$ cat src/rtl/vic_pkg.sv
package vic_pkg;
  typedef enum logic [1:0] {
    REG_NONE,
    REG_REQ,
    REG_ENA
  } reg_sel_e;

  localparam logic [15:0] DEF_REQ_ADDR = 16'hFF0F;
  localparam logic [15:0] DEF_ENA_ADDR = 16'hFFFF;
endpackage

$ cat src/rtl/vic_regs.sv
module vic_regs
  import vic_pkg::*;
#(
  parameter int unsigned    NSRC     = 5,
  parameter int unsigned    AW       = 16,
  parameter int unsigned    DW       = 8,
  parameter logic [AW-1:0]  REQ_ADDR = DEF_REQ_ADDR,
  parameter logic [AW-1:0]  ENA_ADDR = DEF_ENA_ADDR
) (
  input  logic            clk,
  input  logic            rst_n,
  input  logic            bus_sel,
  input  logic            bus_we,
  input  logic [AW-1:0]   bus_addr,
  input  logic [DW-1:0]   bus_wdata,
  output logic [DW-1:0]   bus_rdata,
  input  logic [NSRC-1:0] hw_set,
  input  logic [NSRC-1:0] svc_clr,
  output logic [NSRC-1:0] req_q,
  output logic [NSRC-1:0] ena_q
);
  reg_sel_e        sel;
  logic            wr_req, wr_ena, rd_req, rd_ena;
  logic            req_ce;
  logic [NSRC-1:0] req_d;
  logic            unused_wbits;

  assign unused_wbits = ^bus_wdata[DW-1:NSRC];

  // address decode
  always_comb begin
    sel = REG_NONE;
    if (bus_sel) begin
      if (bus_addr == REQ_ADDR)      sel = REG_REQ;
      else if (bus_addr == ENA_ADDR) sel = REG_ENA;
    end
  end

  assign wr_req = (sel == REG_REQ) &  bus_we;
  assign wr_ena = (sel == REG_ENA) &  bus_we;
  assign rd_req = (sel == REG_REQ) & ~bus_we;
  assign rd_ena = (sel == REG_ENA) & ~bus_we;

  // request next state: bus write, then service clear, then hardware set
  always_comb begin
    req_d  = wr_req ? bus_wdata[NSRC-1:0] : req_q;
    req_d  = (req_d & ~svc_clr) | hw_set;
    req_ce = wr_req | (|svc_clr) | (|hw_set);
  end

  always_ff @(posedge clk or negedge rst_n) begin
    if (!rst_n) begin
      req_q <= '0;
    end else if (req_ce) begin
      req_q <= req_d;
    end
  end

  always_ff @(posedge clk or negedge rst_n) begin
    if (!rst_n) begin
      ena_q <= '0;
    end else if (wr_ena) begin
      ena_q <= bus_wdata[NSRC-1:0];
    end
  end

  // read mux: unused upper bits return ones
  always_comb begin
    bus_rdata = '0;
    if (rd_req) begin
      bus_rdata             = '1;
      bus_rdata[NSRC-1:0]   = req_q;
    end else if (rd_ena) begin
      bus_rdata             = '1;
      bus_rdata[NSRC-1:0]   = ena_q;
    end
  end
endmodule

$ cat src/rtl/vic_ime.sv
module vic_ime #(
  parameter int unsigned DELAY = 1
) (
  input  logic clk,
  input  logic rst_n,
  input  logic cmd_en,
  input  logic cmd_dis,
  input  logic boundary,
  input  logic svc_take,
  output logic ime_q
);
  localparam int unsigned CW = (DELAY < 2) ? 1 : $clog2(DELAY + 1);

  logic [CW-1:0] cnt_q, cnt_d;
  logic          ime_d, done, cnt_ce;

  // countdown reaches zero on this boundary
  assign done = ~cmd_dis & ~cmd_en & boundary & (cnt_q == CW'(1));

  always_comb begin
    cnt_d  = cnt_q;
    cnt_ce = 1'b0;
    if (cmd_dis) begin
      cnt_d  = '0;
      cnt_ce = 1'b1;
    end else if (cmd_en) begin
      cnt_d  = CW'(DELAY);
      cnt_ce = 1'b1;
    end else if (boundary && cnt_q != '0) begin
      cnt_d  = cnt_q - CW'(1);
      cnt_ce = 1'b1;
    end
  end

  // delayed set outranks the service clear; disable blocks the set via done
  always_comb begin
    ime_d = ime_q;
    if (done)                    ime_d = 1'b1;
    else if (cmd_dis | svc_take) ime_d = 1'b0;
  end

  always_ff @(posedge clk or negedge rst_n) begin
    if (!rst_n) begin
      cnt_q <= '0;
    end else if (cnt_ce) begin
      cnt_q <= cnt_d;
    end
  end

  always_ff @(posedge clk or negedge rst_n) begin
    if (!rst_n) begin
      ime_q <= 1'b0;
    end else begin
      ime_q <= ime_d;
    end
  end
endmodule

$ cat src/rtl/vic_pick.sv
module vic_pick #(
  parameter int unsigned NSRC   = 5,
  parameter int unsigned VW     = 16,
  parameter int unsigned BASE   = 'h40,
  parameter int unsigned STRIDE = 8
) (
  input  logic [NSRC-1:0] req,
  input  logic [NSRC-1:0] ena,
  output logic            hit,
  output logic [NSRC-1:0] grant,
  output logic [VW-1:0]   vector
);
  logic [NSRC-1:0] pend;
  logic [NSRC:0]   seen;

  assign pend    = req & ena;
  assign seen[0] = 1'b0;

  // prefix chain: a bit wins only if no lower bit is pending
  for (genvar i = 0; i < NSRC; i++) begin : g_prio
    assign grant[i]  = pend[i] & ~seen[i];
    assign seen[i+1] = seen[i] | pend[i];
  end

  assign hit = seen[NSRC];

  always_comb begin
    vector = '0;
    for (int i = 0; i < NSRC; i++) begin
      if (grant[i]) vector = vector | VW'(BASE + i * STRIDE);
    end
  end
endmodule

$ cat src/rtl/vec_irq_ctrl.sv
module vec_irq_ctrl
  import vic_pkg::*;
#(
  parameter int unsigned   NSRC       = 5,
  parameter int unsigned   AW         = 16,
  parameter int unsigned   DW         = 8,
  parameter int unsigned   VW         = 16,
  parameter logic [AW-1:0] REQ_ADDR   = DEF_REQ_ADDR,
  parameter logic [AW-1:0] ENA_ADDR   = DEF_ENA_ADDR,
  parameter int unsigned   VEC_BASE   = 'h40,
  parameter int unsigned   VEC_STRIDE = 8,
  parameter int unsigned   EI_DELAY   = 1,
  parameter int unsigned   SVC_CYCLES = 5
) (
  input  logic            clk,
  input  logic            rst_n,
  input  logic            bus_sel,
  input  logic            bus_we,
  input  logic [AW-1:0]   bus_addr,
  input  logic [DW-1:0]   bus_wdata,
  output logic [DW-1:0]   bus_rdata,
  input  logic [NSRC-1:0] irq_pulse,
  input  logic            core_ei,
  input  logic            core_di,
  input  logic            insn_boundary,
  output logic            svc_valid,
  output logic [VW-1:0]   svc_vector,
  output logic            svc_busy,
  output logic            mstr_en
);
  localparam int unsigned BW = $clog2(SVC_CYCLES + 1);

  logic [NSRC-1:0] req_q, ena_q, grant, svc_clr;
  logic            hit, take, busy, ime_q;
  logic [VW-1:0]   pick_vec, vec_q, vec_d;
  logic [BW-1:0]   busy_q, busy_d;
  logic            busy_ce;
  logic            sv_q;

  vic_regs #(
    .NSRC(NSRC), .AW(AW), .DW(DW), .REQ_ADDR(REQ_ADDR), .ENA_ADDR(ENA_ADDR)
  ) u_regs (
    .clk       (clk),
    .rst_n     (rst_n),
    .bus_sel   (bus_sel),
    .bus_we    (bus_we),
    .bus_addr  (bus_addr),
    .bus_wdata (bus_wdata),
    .bus_rdata (bus_rdata),
    .hw_set    (irq_pulse),
    .svc_clr   (svc_clr),
    .req_q     (req_q),
    .ena_q     (ena_q)
  );

  vic_pick #(
    .NSRC(NSRC), .VW(VW), .BASE(VEC_BASE), .STRIDE(VEC_STRIDE)
  ) u_pick (
    .req    (req_q),
    .ena    (ena_q),
    .hit    (hit),
    .grant  (grant),
    .vector (pick_vec)
  );

  vic_ime #(
    .DELAY(EI_DELAY)
  ) u_ime (
    .clk      (clk),
    .rst_n    (rst_n),
    .cmd_en   (core_ei),
    .cmd_dis  (core_di),
    .boundary (insn_boundary),
    .svc_take (take),
    .ime_q    (ime_q)
  );

  // decision and service window next state
  always_comb begin
    busy    = (busy_q != '0);
    take    = ime_q & hit & ~busy;
    svc_clr = take ? grant : '0;
    vec_d   = pick_vec;
    busy_d  = busy_q;
    busy_ce = 1'b0;
    if (take) begin
      busy_d  = BW'(SVC_CYCLES);
      busy_ce = 1'b1;
    end else if (busy) begin
      busy_d  = busy_q - BW'(1);
      busy_ce = 1'b1;
    end
  end

  always_ff @(posedge clk or negedge rst_n) begin
    if (!rst_n) begin
      busy_q <= '0;
    end else if (busy_ce) begin
      busy_q <= busy_d;
    end
  end

  always_ff @(posedge clk or negedge rst_n) begin
    if (!rst_n) begin
      vec_q <= '0;
    end else if (take) begin
      vec_q <= vec_d;
    end
  end

  always_ff @(posedge clk or negedge rst_n) begin
    if (!rst_n) begin
      sv_q <= 1'b0;
    end else begin
      sv_q <= take;
    end
  end

  assign svc_valid  = sv_q;
  assign svc_vector = vec_q;
  assign svc_busy   = busy;
  assign mstr_en    = ime_q;
endmodule

$ cat config.mk
export PLATFORM = sky130hd
export DESIGN_NAME = vec_irq_ctrl
export DESIGN_NICKNAME = d
export VERILOG_FILES = /design/src/rtl/vic_pkg.sv /design/src/rtl/vic_regs.sv /design/src/rtl/vic_ime.sv /design/src/rtl/vic_pick.sv /design/src/rtl/vec_irq_ctrl.sv
export SDC_FILE = /design/constraint.sdc
export NUM_CORES = 1
export LEC_CHECK = 0
export CORE_MARGIN = 4
export CORE_UTILIZATION = 39
export DETAILED_ROUTE_END_ITERATION = 12
export PLACE_DENSITY = 0.86
export SYNTH_ARGS = -nofsm -noshare
export SYNTH_HDL_FRONTEND = slang
export SYNTH_SLANG_ARGS = --single-unit
$ cat constraint.sdc
create_clock -name clk -period 1.9 [get_ports clk]
set_clock_uncertainty 0.1 [all_clocks]
set_input_delay 0.19 -clock clk [delete_from_list [all_inputs] [get_ports clk]]
set_output_delay 0.19 -clock clk [all_outputs]
set_load 0.03 [all_outputs]
**After elaboration in Yosys (flattened, before gate mapping)**

Cells that the tools add are included.

- Register bits: 32
- Bits in latches: 0
- Bits in writable memories: 0
- Memory bits (read-only): 0
- Word-level logic and storage cells: 78
- Memories: 0

- $add $sub $neg: 2
- Multiply operators: 0
- Divide/modulo/power cells: 0
- $lt $le $gt $ge: 0
- Equality and inequality tests: 4
- Shift operators: 0
- Muxes and demuxes: 24
- Bitwise gates (word level): 32
- Reductions and logical operators: 9

Operator list:

| kind | count |
|---|---|
| two-way mux 7 bit | 5 |
| == test 16 bit, second input constant | 2 |
| two-way mux 8 bit | 2 |
| AND 1 bit | 13 |
| AND 5 bit | 2 |
| two-way mux 1 bit | 10 |
| two-way mux 5 bit | 2 |
| OR reduction 5 bit | 2 |
| NOT 1 bit | 8 |
| OR 1 bit | 7 |
| two-way mux 2 bit | 3 |
| two-way mux 3 bit | 2 |
| nonzero test 3 bit | 2 |
| NOT 5 bit | 1 |
| OR 5 bit | 1 |
| AND reduction 2 bit | 2 |
| nonzero test 2 bit | 2 |
| subtractor 3 x 1 -> 3 bit, second input constant | 1 |
| == test 2 x 1 -> 1 bit, second input constant | 1 |
| == test 2 bit, second input constant | 1 |
| logical AND 1 bit | 1 |
| subtractor 1 bit, second input constant | 1 |

**Depth between registers and ports, before layout**

- Depth in word-level cells: 11
- Gate-level depth with buffers: 6
- Mapped depth without buffers: 6

**Cells and area by module**

Synthesis repeated with hierarchy kept, for this count alone.

- Cell total of the unflattened synthesis: 166
- Area, all modules: 1868.0 sq um

Modules (own cells, without submodules):

| module | times used | cells each | area each (sq um) |
|---|---|---|---|
| vec_irq_ctrl | 1 | 59 | 907.1 |
| vic_regs | 1 | 69 | 676.9 |
| vic_pick | 1 | 30 | 201.4 |
| vic_ime | 1 | 8 | 82.6 |

**Least setup slack after synthesis**

No wires, ideal clock.

- Path kind: input -> output
- From: input port bus_addr[2]
- To: output port bus_rdata[6]
- Arrival time: 1724 ps
- Data required time: 1610 ps
- Slack: -114 ps
- Stages: 4
- Buffers on the path: 1
- Cells stage by stage: nand4_2 or4_4 a21oi_1 buf_4

- Cells in the longest elaborated chain, start to end: 8

RTL lines:

| element | line | RTL |
|---|---|---|
| start: declaration | vec_irq_ctrl.sv:19 | `input logic [AW-1:0] bus_addr,` |
| == test 16 bit | vic_regs.sv:35 | `else if (bus_addr == ENA_ADDR) sel = REG_ENA;` |
| two-way mux 2 bit | vic_regs.sv:35 |  |
| two-way mux 2 bit (*) | vic_regs.sv:34 | `if (bus_addr == REQ_ADDR) sel = REG_REQ;` |
| two-way mux 2 bit (*) | vic_regs.sv:33 | `if (bus_sel) begin` |
| == test 2 bit | vic_regs.sv:42 | `assign rd_ena = (sel == REG_ENA) & ~bus_we;` |
| AND 1 bit | vic_regs.sv:42 |  |
| two-way mux 8 bit | vic_regs.sv:73 | `end else if (rd_ena) begin` |
| two-way mux 8 bit (*) | vic_regs.sv:70 | `if (rd_req) begin` |
| end: declaration | vec_irq_ctrl.sv:21 | `output logic [DW-1:0] bus_rdata,` |

Every way passes the cells marked *; elsewhere a longest branch is shown, timed or not.

**Worst setup path after layout**

- From: input port bus_addr[3]
- To: output port bus_rdata[1]

Same word-level chain as after synthesis.

==> flow_metrics.py <==
metrics = {
    "timing": {
        "hold_viol": 0,
        "setup_ws_ps": 64.8,
        "fin_crit_sh": 0.966,
        "drv_slew": 0,
        "holdWs_ps": 128,
        "finalSetupViolations": 0,
        "rsz0062_at_grt": "no",
        "max_freq_ghz": 0.545,
        "period_needed_ps": 1840,
    },
    "yosys": {
        "synthCells": 116,
        "yosys_warnings": 0,
        "synth_area_per_cell_um2": 10.5,
        "async_reset_ff_frac": 1.00,
        "ys_seq_elements": 20,
        "synth_edf_count": 0,
        "yosysSeqAreaShare": 0.412,
        "syn_area_um2": 1220,
        "synth_top_flop_cell": "dfrtp_1",
        "ys_types": 39,
    },
    "critical_path": {
        "reg2reg_depth": 6,
        "critical_path_buf_inv_count": 2,
        "critPathKind": "in -> out",
        "cp.depth": 6,
        "cp_cell_sequence": "clkdlybuf4s15_1, nand4_2, or4_4, nor2_4, a22o_1, buf_6",
        "critPathMaxStageDelay_ps": 570,
        "crit_slowest_cell": "or4_4",
        "critPathLaunchType": "primary input",
        "crit_family": "simple AND/OR/NAND/NOR gates",
        "crit_fanout": 5,
        "arrival_ps": 1550,
        "cp.required_ps": 1610,
        "cp-end-kind": "output pin",
    },
    "global_route": {
        "grt_pass1_vias": 1215,
        "grt_util_met2": 0.319,
        "grt_max_degree": 21,
        "met1_usage": 0.170,
        "grt-ovfl-total": 0,
        "grt_first_pass_wirelength_um": 5380,
        "grt-busiest-layer": "met2",
        "antenna_found_initial": 0,
        "grt_use_met3": 0.0404,
        "track_usage": 0.168,
    },
    "place": {
        "dp_hpwl_um": 2670,
        "place_inst": 220,
        "port_buffers": 47,
        "pre_cts_ws_ps": -309,
        "gp_congestion": 0.822,
    },
    "drt": {
        "wirelength_um": 3310,
        "wl_per_cell_um": 14.5,
        "vias": 1146,
        "antenna_left": 0,
        "drtIter0Drc": 30,
        "drc": 0,
        "routed_via_density": 5.00,
        "drtPass1Iterations": 4,
    },
    "power_and_ir_drop": {
        "clkPwrFrac": 0.192,
        "intPower_w": 0.000694,
        "p_leak_nw": 0.887,
        "pwr-share-seq": 0.483,
        "swShare": 0.316,
        "peakVddDrop_v": 0.000192,
        "report.power.total_w": 0.00101,
        "power_density_nw_per_um2": 545,
        "power_switching_w": 0.000320,
        "p_comb_frac": 0.325,
    },
    "worst_hold_path": {
        "hp-class": "in -> async",
    },
    "cts": {
        "clock_latency_ps": 300,
        "htree_levels": 1,
        "cts_tree": "yes",
        "clock-sinks": 20,
        "cts.reportedPaths.clkPinSlew_ps": 100,
        "cts_buffer_depth": 2,
        "cts_buffers": 3,
        "cts-root-buf": "clkbuf_4",
    },
    "final_layout": {
        "area.growth.synth_to_final_pct": 53.0,
        "drive_gt1_frac": 0.308,
        "final_cell_mix": "buf_4, dfrtp_1, clkdlybuf4s50_1, conb_1, nand2_1",
        "antenna_cells": 0,
        "layout.cells.non_filler": 229,
        "layout_commonest_cell": "buf_4",
        "nNetsFinal": 225,
    },
    "die": {
        "ioPinCount": 63,
        "placementRows": 20,
        "die_h_um": 63.8,
        "core_um2": 3030,
        "start_util": 0.402,
        "die_area_um2": 4080,
        "die_x_um": 63.8,
    },
    "flow_run": {
        "max-cap-violations": 0,
    },
    "outcome": {
        "outcome": "finished clean",
    },
}
[flip-flops by register name (all words and copies together), names as in the netlist]
signal	count
svc_valid	1
u_ime.cnt_q	1
u_regs.req_q	5
u_regs.ena_q	5
busy_q	3
svc_vector	4
u_ime.ime_q	1
[power groups by stage]
stage | registers (W) | clock network, W | logic, W
6_report | 0.000489 | 0.000194 | 0.000330
5_1_grt | 0.000497 | 0.000222 | 0.000370
4_1_cts | 0.000487 | 0.000200 | 0.000324
3_5_place_dp | 0.000495 | 0 | 0.000338
3_3_place_gp | 0.000491 | 0 | 0.000311
2_1_floorplan | 0.000489 | 0 | 0.000209
[per-layer routing]
metal,vias up,share of wire
met3,8,0.071
met2,53,0.54
met1,545,0.36
li1,540,-
met4,0,0.023
met5,-,0
[path summary, 6_finish.rpt]
path                               start               to  slack (ps)
max                          bus_addr[3]     bus_rdata[1]          60
min reg2reg                svc_vector[5]    svc_vector[5]         400
max in group asynchronous          rst_n    svc_vector[6]        1370
min in group clk            irq_pulse[2]  u_regs.req_q[2]         340
min                                rst_n      u_ime.ime_q         130
max reg2reg                    busy_q[1]  u_regs.req_q[4]          90
[cells in the mapped netlist (2+ instances only)]
| cell | count | area share |
|---|---|---|
| nand2b_1 | 2 | 0.010 |
| and4_1 | 2 | 0.014 |
| a22o_1 | 6 | 0.043 |
| nand3_1 | 2 | 0.0082 |
| nor2_1 | 6 | 0.019 |
| nand4_1 | 5 | 0.026 |
| nand2_1 | 10 | 0.031 |
| nor2_2 | 2 | 0.010 |
| a311o_1 | 3 | 0.025 |
| a21oi_1 | 6 | 0.025 |
| ha_1 | 2 | 0.021 |
| mux2_4 | 5 | 0.062 |
| inv_1 | 6 | 0.019 |
| dfrtp_1 | 20 | 0.41 |
| buf_4 | 14 | 0.086 |
| nand3b_1 | 2 | 0.012 |
[metrics by stage]
stage               setup TNS (ps)  utilization  instance area, um2
floorplan                        0            -                1260
global placement             -2350        0.588                1780
detailed placement           -2780        0.588                1780
CTS                              0        0.606                1830
global route                     0        0.614                1860
finish                           0        0.614                1860
[kinds of logic (layout without fill, tap and decap cells)]
logic type,count (synthesis),count (layout),synth area share
compound gates,22,22,0.142
fa+ha+maj,2,2,0.0206
flops,20,20,0.412
buf+inv,20,78,0.105
simple gates,45,45,0.248
mux,6,6,0.0700
other cells,1,12,0.00308
[area by class of cell]
type,count,area (um2)
fillers,264,1170
multi-input cells,87,651
flip-flops and latches,20,500
repair buffers,69,609
well taps,44,55.1
clock buffers,3,22.5
inverters,6,22.5
[repair_timing]
item / 4_1_cts / 5_1_grt
resized for setup: 24 / 16
setup endpoints to repair: 9 / 11
setup buffers: 4 / 2
gates cloned: 0 / 0
pin swaps: 10 / 7
hold buffers: 0 / 0
Note: power is estimated with default switching activity, not from simulation.
